## config.mk

```make
export PLATFORM = sky130hd
export DESIGN_NAME = keyed_wdt
export DESIGN_NICKNAME = d
export VERILOG_FILES = /design/src/rtl/wdt_pkg.sv /design/src/rtl/wdt_ctrl.sv /design/src/rtl/wdt_datapath.sv /design/src/rtl/keyed_wdt.sv
export SDC_FILE = /design/constraint.sdc
export NUM_CORES = 1
export LEC_CHECK = 0
export BUFFER_PORTS_ARGS = -buffer_cell sky130_fd_sc_hd__buf_2
export CAP_MARGIN = 20
export CORE_ASPECT_RATIO = 0.75
export CORE_MARGIN = 4
export CORE_UTILIZATION = 53
export DETAILED_ROUTE_END_ITERATION = 7
export PLACE_DENSITY = 0.77
export SYNTH_ARGS = -nofsm -noshare
export SYNTH_HDL_FRONTEND = slang
export SYNTH_SLANG_ARGS = --single-unit
```

## constraint.sdc

```tcl
create_clock -name clk -period 2.9 [get_ports clk]
set_input_delay 0.58 -clock clk [delete_from_list [all_inputs] [get_ports clk]]
set_output_delay 0.58 -clock clk [all_outputs]
set_load 0.005 [all_outputs]
```

## src/rtl/wdt_pkg.sv

```systemverilog
package wdt_pkg;
  localparam int DATA_W = 32;
  localparam int ADDR_W = 3;
  localparam logic [DATA_W-1:0] RESTART_KEY = 32'h0000_4755;
  localparam logic [DATA_W-1:0] MASK_DEFAULT = 32'h003F_FFF3;

  // control bit positions
  localparam int CB_EN = 0;
  localparam int CB_RSTEN = 1;
  localparam int CB_USTICK = 4;
  localparam int CB_MODE = 5;
  localparam int CB_ALT = 7;
  localparam logic [7:0] CTRL_WMASK = 8'hF3;

  typedef enum logic [ADDR_W-1:0] {
    REG_CTRL = 3'd0,
    REG_RELOAD = 3'd1,
    REG_KICK = 3'd2,
    REG_COUNT = 3'd3,
    REG_STATUS = 3'd4,
    REG_CLEAR = 3'd5,
    REG_WIDTH = 3'd6,
    REG_MASK = 3'd7
  } regIdx_e;

  typedef struct packed {
    logic kick;
    logic clrFlag;
    logic tick;
  } wdtStrobe_t;
endpackage

```

## src/rtl/wdt_ctrl.sv

```systemverilog
module wdt_ctrl import wdt_pkg::*; #(
  parameter int CNT_W = 32,
  parameter int PULSE_W = 8,
  parameter int TOCNT_W = 8,
  parameter int MASK_W = 25,
  parameter int RELOAD_INIT = 1000,
  parameter int PULSE_INIT = 16
) (
  input  logic clk,
  input  logic rstN,
  input  logic wrEn,
  input  logic [ADDR_W-1:0] addr,
  input  logic [DATA_W-1:0] wrData,
  input  logic usTick,
  input  logic [CNT_W-1:0] cnt,
  input  logic toFlag,
  input  logic [TOCNT_W-1:0] toCount,
  output logic [DATA_W-1:0] rdData,
  output wdtStrobe_t strobe,
  output logic rstEn,
  output logic [1:0] modeSel,
  output logic altSel,
  output logic [CNT_W-1:0] reloadVal,
  output logic [PULSE_W-1:0] pulseWidth,
  output logic [MASK_W-1:0] maskVal
);
  localparam int STAT_CNT_LSB = 8;

  logic [7:0] ctrlQ;

  always_ff @(posedge clk or negedge rstN) begin
    if (!rstN) begin
      ctrlQ <= '0;
      reloadVal <= CNT_W'(RELOAD_INIT);
      pulseWidth <= PULSE_W'(PULSE_INIT);
      maskVal <= MASK_DEFAULT[MASK_W-1:0];
    end else if (wrEn) begin
      case (regIdx_e'(addr))
        REG_CTRL: ctrlQ <= wrData[7:0] & CTRL_WMASK;
        REG_RELOAD: reloadVal <= wrData[CNT_W-1:0];
        REG_WIDTH: pulseWidth <= wrData[PULSE_W-1:0];
        REG_MASK: maskVal <= wrData[MASK_W-1:0];
        default: ;
      endcase
    end
  end

  always_comb begin
    strobe.kick = wrEn && (regIdx_e'(addr) == REG_KICK) && (wrData == RESTART_KEY);
    strobe.clrFlag = wrEn && (regIdx_e'(addr) == REG_CLEAR);
    strobe.tick = ctrlQ[CB_EN] && (ctrlQ[CB_USTICK] ? usTick : 1'b1);
  end

  assign rstEn = ctrlQ[CB_RSTEN];
  assign modeSel = ctrlQ[CB_MODE +: 2];
  assign altSel = ctrlQ[CB_ALT];

  always_comb begin
    rdData = '0;
    case (regIdx_e'(addr))
      REG_CTRL: rdData[7:0] = ctrlQ;
      REG_RELOAD: rdData[CNT_W-1:0] = reloadVal;
      REG_COUNT: rdData[CNT_W-1:0] = cnt;
      REG_STATUS: begin
        rdData[0] = toFlag;
        rdData[STAT_CNT_LSB +: TOCNT_W] = toCount;
      end
      REG_WIDTH: rdData[PULSE_W-1:0] = pulseWidth;
      REG_MASK: rdData[MASK_W-1:0] = maskVal;
      default: rdData = '0;
    endcase
  end
endmodule

```

## src/rtl/wdt_datapath.sv

```systemverilog
module wdt_datapath import wdt_pkg::*; #(
  parameter int CNT_W = 32,
  parameter int PULSE_W = 8,
  parameter int TOCNT_W = 8,
  parameter int MASK_W = 25,
  parameter int RELOAD_INIT = 1000
) (
  input  logic clk,
  input  logic rstN,
  input  wdtStrobe_t strobe,
  input  logic rstEn,
  input  logic [1:0] modeSel,
  input  logic altSel,
  input  logic [CNT_W-1:0] reloadVal,
  input  logic [PULSE_W-1:0] pulseWidth,
  input  logic [MASK_W-1:0] maskVal,
  output logic [CNT_W-1:0] cnt,
  output logic toFlag,
  output logic [TOCNT_W-1:0] toCount,
  output logic rstReq,
  output logic [1:0] rstMode,
  output logic [MASK_W-1:0] rstMask,
  output logic altBoot
);
  logic expire;
  logic fire;
  logic altQ;
  logic [PULSE_W-1:0] pulseCnt;

  assign expire = strobe.tick && !strobe.kick && (cnt == '0);
  assign fire = expire && rstEn;

  always_ff @(posedge clk or negedge rstN) begin
    if (!rstN) begin
      cnt <= CNT_W'(RELOAD_INIT);
      toFlag <= 1'b0;
      toCount <= '0;
    end else begin
      if (strobe.kick || expire) cnt <= reloadVal;
      else if (strobe.tick) cnt <= cnt - CNT_W'(1);
      if (expire) toFlag <= 1'b1;
      else if (strobe.clrFlag) toFlag <= 1'b0;
      if (expire) toCount <= toCount + TOCNT_W'(1);
    end
  end

  always_ff @(posedge clk or negedge rstN) begin
    if (!rstN) begin
      pulseCnt <= '0;
      rstMode <= '0;
      rstMask <= '0;
      altQ <= 1'b0;
    end else if (fire) begin
      pulseCnt <= (pulseWidth == '0) ? PULSE_W'(1) : pulseWidth;
      rstMode <= modeSel;
      rstMask <= maskVal;
      altQ <= altSel;
    end else if (pulseCnt != '0) begin
      pulseCnt <= pulseCnt - PULSE_W'(1);
    end
  end

  assign rstReq = (pulseCnt != '0);
  assign altBoot = rstReq && altQ;

  AST_KICK_RELOAD: assert property (@(posedge clk) disable iff (!rstN) strobe.kick |=> (cnt == $past(reloadVal)));
  AST_HOLD_OFF: assert property (@(posedge clk) disable iff (!rstN) (!strobe.kick && !strobe.tick) |=> $stable(cnt));
  AST_FLAG_ON_EXPIRY: assert property (@(posedge clk) disable iff (!rstN) expire |=> toFlag);
  AST_PULSE_NEEDS_EN: assert property (@(posedge clk) disable iff (!rstN) $rose(rstReq) |-> $past(rstEn));
  AST_SCOPE_STABLE: assert property (@(posedge clk) disable iff (!rstN) (rstReq && $past(rstReq) && !$past(fire)) |-> ($stable(rstMode) && $stable(rstMask)));
endmodule

```

## src/rtl/keyed_wdt.sv

```systemverilog
module keyed_wdt import wdt_pkg::*; #(
  parameter int CNT_W = 32,
  parameter int PULSE_W = 8,
  parameter int TOCNT_W = 8,
  parameter int MASK_W = 25,
  parameter int RELOAD_INIT = 1000,
  parameter int PULSE_INIT = 16
) (
  input  logic clk,
  input  logic rstN,
  input  logic wrEn,
  input  logic [2:0] addr,
  input  logic [31:0] wrData,
  output logic [31:0] rdData,
  input  logic usTick,
  output logic rstReq,
  output logic [1:0] rstMode,
  output logic [MASK_W-1:0] rstMask,
  output logic altBoot
);
  wdtStrobe_t strobe;
  logic rstEn, altSel, toFlag;
  logic [1:0] modeSel;
  logic [CNT_W-1:0] reloadVal, cnt;
  logic [PULSE_W-1:0] pulseWidth;
  logic [MASK_W-1:0] maskVal;
  logic [TOCNT_W-1:0] toCount;

  wdt_ctrl #(.CNT_W(CNT_W), .PULSE_W(PULSE_W), .TOCNT_W(TOCNT_W), .MASK_W(MASK_W),
             .RELOAD_INIT(RELOAD_INIT), .PULSE_INIT(PULSE_INIT)) u_ctrl (
    .clk(clk), .rstN(rstN), .wrEn(wrEn), .addr(addr), .wrData(wrData), .usTick(usTick),
    .cnt(cnt), .toFlag(toFlag), .toCount(toCount), .rdData(rdData), .strobe(strobe),
    .rstEn(rstEn), .modeSel(modeSel), .altSel(altSel), .reloadVal(reloadVal),
    .pulseWidth(pulseWidth), .maskVal(maskVal)
  );

  wdt_datapath #(.CNT_W(CNT_W), .PULSE_W(PULSE_W), .TOCNT_W(TOCNT_W), .MASK_W(MASK_W),
                 .RELOAD_INIT(RELOAD_INIT)) u_dp (
    .clk(clk), .rstN(rstN), .strobe(strobe), .rstEn(rstEn), .modeSel(modeSel),
    .altSel(altSel), .reloadVal(reloadVal), .pulseWidth(pulseWidth), .maskVal(maskVal),
    .cnt(cnt), .toFlag(toFlag), .toCount(toCount), .rstReq(rstReq), .rstMode(rstMode),
    .rstMask(rstMask), .altBoot(altBoot)
  );

  AST_WRONG_KEY: assert property (@(posedge clk) disable iff (!rstN) (wrEn && addr == REG_KICK && wrData != RESTART_KEY && !strobe.tick) |=> $stable(cnt));
endmodule

```

# Word-level counts from Yosys, hierarchy flattened
# Cells that the tools add are included.
[totals] elab_cells=56 out_inout_bits=61 ramBits=0 inputBits=39 latchBits=0 romBits=0 memories=0 register_bits=148
[classes] reduce_logical=21 muxes=13 order_cmp=0 bitwise_logic=0 n_addsub=3 n_mul=0 n_div=0 n_shift=0 eq_ne=8
[op_table] op="two-way mux 32 bit" count=2
[op_table] op="case mux 7 bit (5 select lines)" count=1
[op_table] op="equality test 32 x 15 -> 1 bit (second input constant)" count=1
[op_table] op="zero test 32 bit" count=1
[op_table] op="case mux 8 bit (4 select lines)" count=1
[op_table] op="subtractor 32 x 1 -> 32 bit (second input constant)" count=1
[op_table] op="case mux 9 bit (3 select lines)" count=1
[op_table] op="two-way mux 8 bit" count=3
[op_table] op="case mux 7 bit (2 select lines)" count=1
[op_table] op="equality test 3 bit (second input constant)" count=4
[op_table] op="adder 8 x 1 -> 8 bit (second input constant)" count=1
[op_table] op="logical AND 1 bit" count=8
[op_table] op="zero test 8 bit" count=1
[op_table] op="AND reduction 2 bit" count=4
[op_table] op="nonzero test 8 bit" count=1
[op_table] op="subtractor 8 x 1 -> 8 bit (second input constant)" count=1
[op_table] op="equality test 3 x 2 -> 1 bit (second input constant)" count=2
[op_table] op="case mux 1 bit (6 select lines)" count=1
[op_table] op="nonzero test 2 bit" count=3
[op_table] op="equality test 3 x 1 -> 1 bit (second input constant)" count=1
[op_table] op="zero test 3 bit" count=1
[op_table] op="two-way mux 1 bit" count=3
[op_table] op="zero test 1 bit" count=1
[op_table] op="logical OR 1 bit" count=1

# Longest topological paths before layout
[logic_depth] word_depth=8 mapped_depth=9 depth_no_buf=7

# By module
# Synthesis repeated with hierarchy kept, for this count alone.
[unflattened] cells_unflattened=710 hier_area_um2=7516.0
[modules_own_cells] module="wdt_datapath" area_each_um2=3761.1 n_inst=1 cells_each=408
[modules_own_cells] module="wdt_ctrl" area_each_um2=3754.9 n_inst=1 cells_each=302

# Worst setup path after synthesis
# No wires, ideal clock.
[synth_timing] path_kind="reg2reg" from="register u_dp.cnt[4]" to="register u_dp.altQ" arrival_time_ns=2.701 setup_ns=0.125 stages_incl_launch_ff=9 path_slack_ns=0.074 synth_period_minus_slack_ns=2.826 cell_sequence="dfrtp_1 > or4_4 > or4b_1 > buf_2 > nor4_4 > and4b_1 > buf_6 > buf_12 > mux2_4"
[synth_between] elab_chain_cells=3
[synth_rtl] element="from (decl)" line_no="wdt_datapath.sv:17" source="output logic [CNT_W-1:0] cnt,"
[synth_rtl] element="from (signal assigned)" line_no="wdt_datapath.sv:35" source="cnt <= CNT_W'(RELOAD_INIT);"
[synth_rtl] element="from (signal assigned)" line_no="wdt_datapath.sv:39" source="if (strobe.kick || expire) cnt <= reloadVal;"
[synth_rtl] element="from (signal assigned)" line_no="wdt_datapath.sv:40" source="else if (strobe.tick) cnt <= cnt - CNT_W'(1);"
[synth_rtl] element="zero test 32 bit" line_no="wdt_datapath.sv:30" source="assign expire = strobe.tick && !strobe.kick && (cnt == '0);"
[synth_rtl] element="logical AND 1 bit" line_no="wdt_datapath.sv:30"
[synth_rtl] element="logical AND 1 bit" line_no="wdt_datapath.sv:31" source="assign fire = expire && rstEn;"
[synth_rtl] element="to (signal assigned)" line_no="wdt_datapath.sv:57" source="altQ <= altSel;"
[synth_rtl] element="to (decl)" line_no="wdt_datapath.sv:27" source="logic altQ;"
# Every way passes these cells.
# A chain may end at the register's enable or synchronous reset.

# Final worst setup path
[layout_timing] from="register u_dp.cnt[6]" to="register u_dp.pulseCnt[5]"
[layout_between] elab_chain_cells=4
[layout_rtl] element="zero test 32 bit *" line_no="wdt_datapath.sv:30"
[layout_rtl] element="logical AND 1 bit *" line_no="wdt_datapath.sv:30"
[layout_rtl] element="logical AND 1 bit *" line_no="wdt_datapath.sv:31"
[layout_rtl] element="two-way mux 8 bit or nonzero test 2 bit (tied branches)"
[layout_rtl] element="to (signal assigned)" line_no="wdt_datapath.sv:54" source="pulseCnt <= (pulseWidth == '0) ? PULSE_W'(1) : pulseWidth;"
[layout_rtl] element="to (signal assigned)" line_no="wdt_datapath.sv:59" source="pulseCnt <= pulseCnt - PULSE_W'(1);"
[layout_rtl] element="to (decl)" line_no="wdt_datapath.sv:28" source="logic [PULSE_W-1:0] pulseCnt;"
# Mark *: on every way between the ends. The rest lies on a longest branch, timed or not.

==> results.txt <==
----------------------------------------------------
[Run status]
  Result of the run ... completed

[Layout]
  Layout cell share with drive strength beyond 1 ... 48.1%
  Nets@finish ... 776
  Signed area change from the synthesized netlist to the final layout ... 19.1%
  Most common cell after layout, fill and taps aside ... sky130_fd_sc_hd__mux2_2
  Ant diodes ... 0
  Highest-count cells in the layout ignoring fill and taps ... sky130_fd_sc_hd__mux2_2 (123), sky130_fd_sc_hd__dfrtp_1 (115), sky130_fd_sc_hd__buf_2 (98)
  Fill cell count ... 1048

[Yosys]
  Number of distinct library cells after synthesis ... 46
  Instance count of the mapped netlist ... 619
  Seq cells post-synth ... 148
  Number of nets in the synthesized netlist ... 661
  Main flop type after synthesis ... sky130_fd_sc_hd__dfrtp_1
  Mean Syn Cell Area ... 12.4 um^2
  Async set-or-reset flop fraction in the synthesized netlist ... 100%
  Total of warnings raised by yosys ... 0
  Cell area after technology mapping ... 7680 um^2
  EDFF count, synth ... 0
  Portion of the post-synthesis area used by sequential elements ... 48.7%

[Critical path]
  Required time of the critical path ... 3210 ps
  Type of the setup path with the least slack ... reg2reg
  Top delay family on crit path ... simple AND/OR/NAND/NOR gates
  Crit start category ... register
  Setup crit end kind ... register
  Slowest stage delay, CP ... 560 ps
  Worst-path cell with the longest stage delay ... sky130_fd_sc_hd__or4b_4
  Crit Path Max Fanout ... 24
  Cell-by-cell listing of the critical path ... or4_4, or4b_4, nor4_4, and4b_2, buf_12, mux2_2
  Number of buffer and inverter instances along the worst setup path ... 1
  Critical path arrival ... 3140 ps

[Global routing]
  Remaining global-route overflow ... 0
  Maximum number of pins on one net before global-route repair ... 149
  Number of antenna violations at the first check in global routing ... 0
  First-pass GRT wire length ... 31.5 mm
  Vias in the first global route ... 5848
  Total track usage ... 24.1%

[Timing]
  Hold Violations, Final ... 0
  Share of the clock period used by the worst path ... 97.3%
  Minimum clock period after layout ... 2820 ps
  Setup repair after global routing missed its margin ... false
  Max Slew Vio Count ... 0
  Slew of the pin with the lowest slew margin ... 805 ps
  Clock Skews ... 8.71 ps
  Max Freq ... 354 MHz
  Headroom to the max-slew limit ... 46.3%
  Final setup violation count ... 0
  Setup TNS ... 0 ps

[Drt]
  WL/cell ... 20.5 um
  Number of DRC markers after the initial detailed-route iteration ... 403
  Post-detailed-routing wire length ... 19.3 mm
  Via count ... 5497
  Detailed-routing iteration count for the pre-antenna-repair pass ... 4
  DRC violation count after routing ... 0
  Drt via density ... 5.84
  Antenna viol nets, final ... 0

[Clocking]
  Clock root buffer master ... sky130_fd_sc_hd__clkbuf_16
  Number of buffers created by CTS ... 17
  H-tree depth ... 4
  Clock sinks ... 148
  CTS max path bufs ... 2
  Clock insertion delay at the later pin of the skew report ... 430 ps
  CTS tree ... done
  Clock-pin slew on the worst setup and hold paths ... 60 ps

[Power]
  Static Leak ... 4.31 nW
  Pwr/cell area ... 805 nW/um^2
  Power consumption ... 7.37 mW
  Maximum vdd drop ... 0.464 mV

[Floorplan]
  Die Ht ... 112 um
  Core Rows ... 37
  Floorplan core area ... 13900 um^2
  Initial core utilization ... 55.1%
  Number of top-level pins ... 100
  Die width ... 147 um
  Area of the die ... 16500 um^2

[Min path]
  Hold WC Path Type ... in2async

[Run]
  Reported max-cap violation count ... 0

[Placement]
  Detail Placement HPWL ... 13.5 mm
  Quantity of I/O buffers inserted on ports ... 99
  Final GP Congestion ... 0.835

----------------------------------------------------
-- metal layers --
metal / up-vias / GRT usage, % / routed length (um)
met2: 177 / 35.8 / 8690
met3: 29 / 6.26 / 1110
li1: 2485 / - / -
met1: 2806 / 34.6 / 9190
met4: 0 / 8.19 / 327
met5: - / 0 / 0
-- Yosys cell counts (5+ instances only) --
cell type / n / share of area, %
sky130_fd_sc_hd__clkbuf_1: 24 / 1.2
sky130_fd_sc_hd__a21oi_1: 9 / 0.59
sky130_fd_sc_hd__a22oi_1: 11 / 1.1
sky130_fd_sc_hd__nand3_1: 8 / 0.52
sky130_fd_sc_hd__a22o_1: 13 / 1.5
sky130_fd_sc_hd__xor2_1: 29 / 3.3
sky130_fd_sc_hd__mux2i_1: 21 / 2.7
sky130_fd_sc_hd__nor4_1: 18 / 1.5
sky130_fd_sc_hd__o21ai_0: 13 / 0.85
sky130_fd_sc_hd__nand2_1: 27 / 1.3
sky130_fd_sc_hd__inv_1: 5 / 0.24
sky130_fd_sc_hd__dfrtp_1: 115 / 37
sky130_fd_sc_hd__dfstp_2: 33 / 11
sky130_fd_sc_hd__mux2_2: 123 / 18
sky130_fd_sc_hd__xnor2_1: 13 / 1.5
sky130_fd_sc_hd__mux2_4: 29 / 5.7
sky130_fd_sc_hd__buf_1: 5 / 0.24
sky130_fd_sc_hd__or4_1: 5 / 0.49
sky130_fd_sc_hd__nor2_1: 27 / 1.3
sky130_fd_sc_hd__nand4_1: 7 / 0.57
sky130_fd_sc_hd__nor2b_1: 13 / 1.1
sky130_fd_sc_hd__nor3_1: 19 / 1.2
-- flip-flops by register name, summed over array words and instances, names as in the netlist --
name	count
u_dp.pulseCnt	8
u_ctrl.maskVal	25
u_dp.rstMask	25
u_ctrl.pulseWidth	8
u_dp.toFlag	1
u_dp.altQ	1
u_dp.rstMode	2
u_ctrl.reloadVal	32
u_ctrl.ctrlQ	6
u_dp.cnt	32
u_dp.toCount	8
-- report_power, final --
part,internal (mW),switching [mW]
clock,1.35,0.854
combinational,1.05,0.931
sequential,2.64,0.536
total,5.04,2.32
-- kinds of logic after synthesis --
kind of cell    Yosys count  share of synthesized area [%]
xor+xnor                 42                           4.79
mux                     174                           26.6
fa+ha+maj                 3                          0.489
flops                   148                           48.7
compound gates           51                           4.54
simple gates            162                           12.2
buf+inv                  39                           2.65
-- what timing repair did --
item	4_1_cts	5_1_grt
buffers inserted	1	0
setup endpoints to repair	2	25
hold buffers	0	0
pin swaps	1	1
resized for setup	6	1
-- metrics by stage --
step / utilization [%] / worst slack, ps / cell area, um^2 / hold WS, ps / instances
finish: 65.7 / 77.1 / 9150 / 249 / 942
global route: 65.7 / 1.44 / 9150 / 343 / 942
CTS: 65.6 / 35.9 / 9140 / 313 / 941
detailed placement: 61.1 / 66.5 / 8520 / 480 / 908
global placement: 61.1 / 106 / 8520 / 461 / 908
floorplan: - / 73.9 / 7680 / 284 / 619
-- area by class of cell --
class,instances,area [um^2],share of cell area (%)
clock inverters,8,98.8,1.08
inverters,5,18.8,0.205
repair buffers,130,785,8.57
multi-input cells,432,3770,41.2
flip-flops and latches,148,3740,40.9
well taps,195,244,2.67
clock buffers,24,492,5.37
-- worst paths after layout --
check,start,end,slack (ps),cells past startpoint
min in group clk,wrData[30],u_ctrl.reloadVal[30],400,2
worst min-delay path,rstN,u_dp.rstMode[1],250,2
worst max register to register,u_dp.cnt[6],u_dp.pulseCnt[5],80,6
max in group asynchronous,rstN,u_ctrl.reloadVal[4],2040,2
worst min register to register,u_dp.toCount[7],u_dp.toCount[7],490,1
worst max-delay path,u_dp.cnt[6],u_dp.pulseCnt[5],80,6
-- worst register-to-register path, stage by stage (launching register included) --
cell                      delay, ps
sky130_fd_sc_hd__dfstp_2        380
sky130_fd_sc_hd__or4_4          540
sky130_fd_sc_hd__or4b_4         560
sky130_fd_sc_hd__nor4_4         300
sky130_fd_sc_hd__and4b_2        330
sky130_fd_sc_hd__buf_12         220
sky130_fd_sc_hd__mux2_2         380
Power figures use the tool's default switching activity.
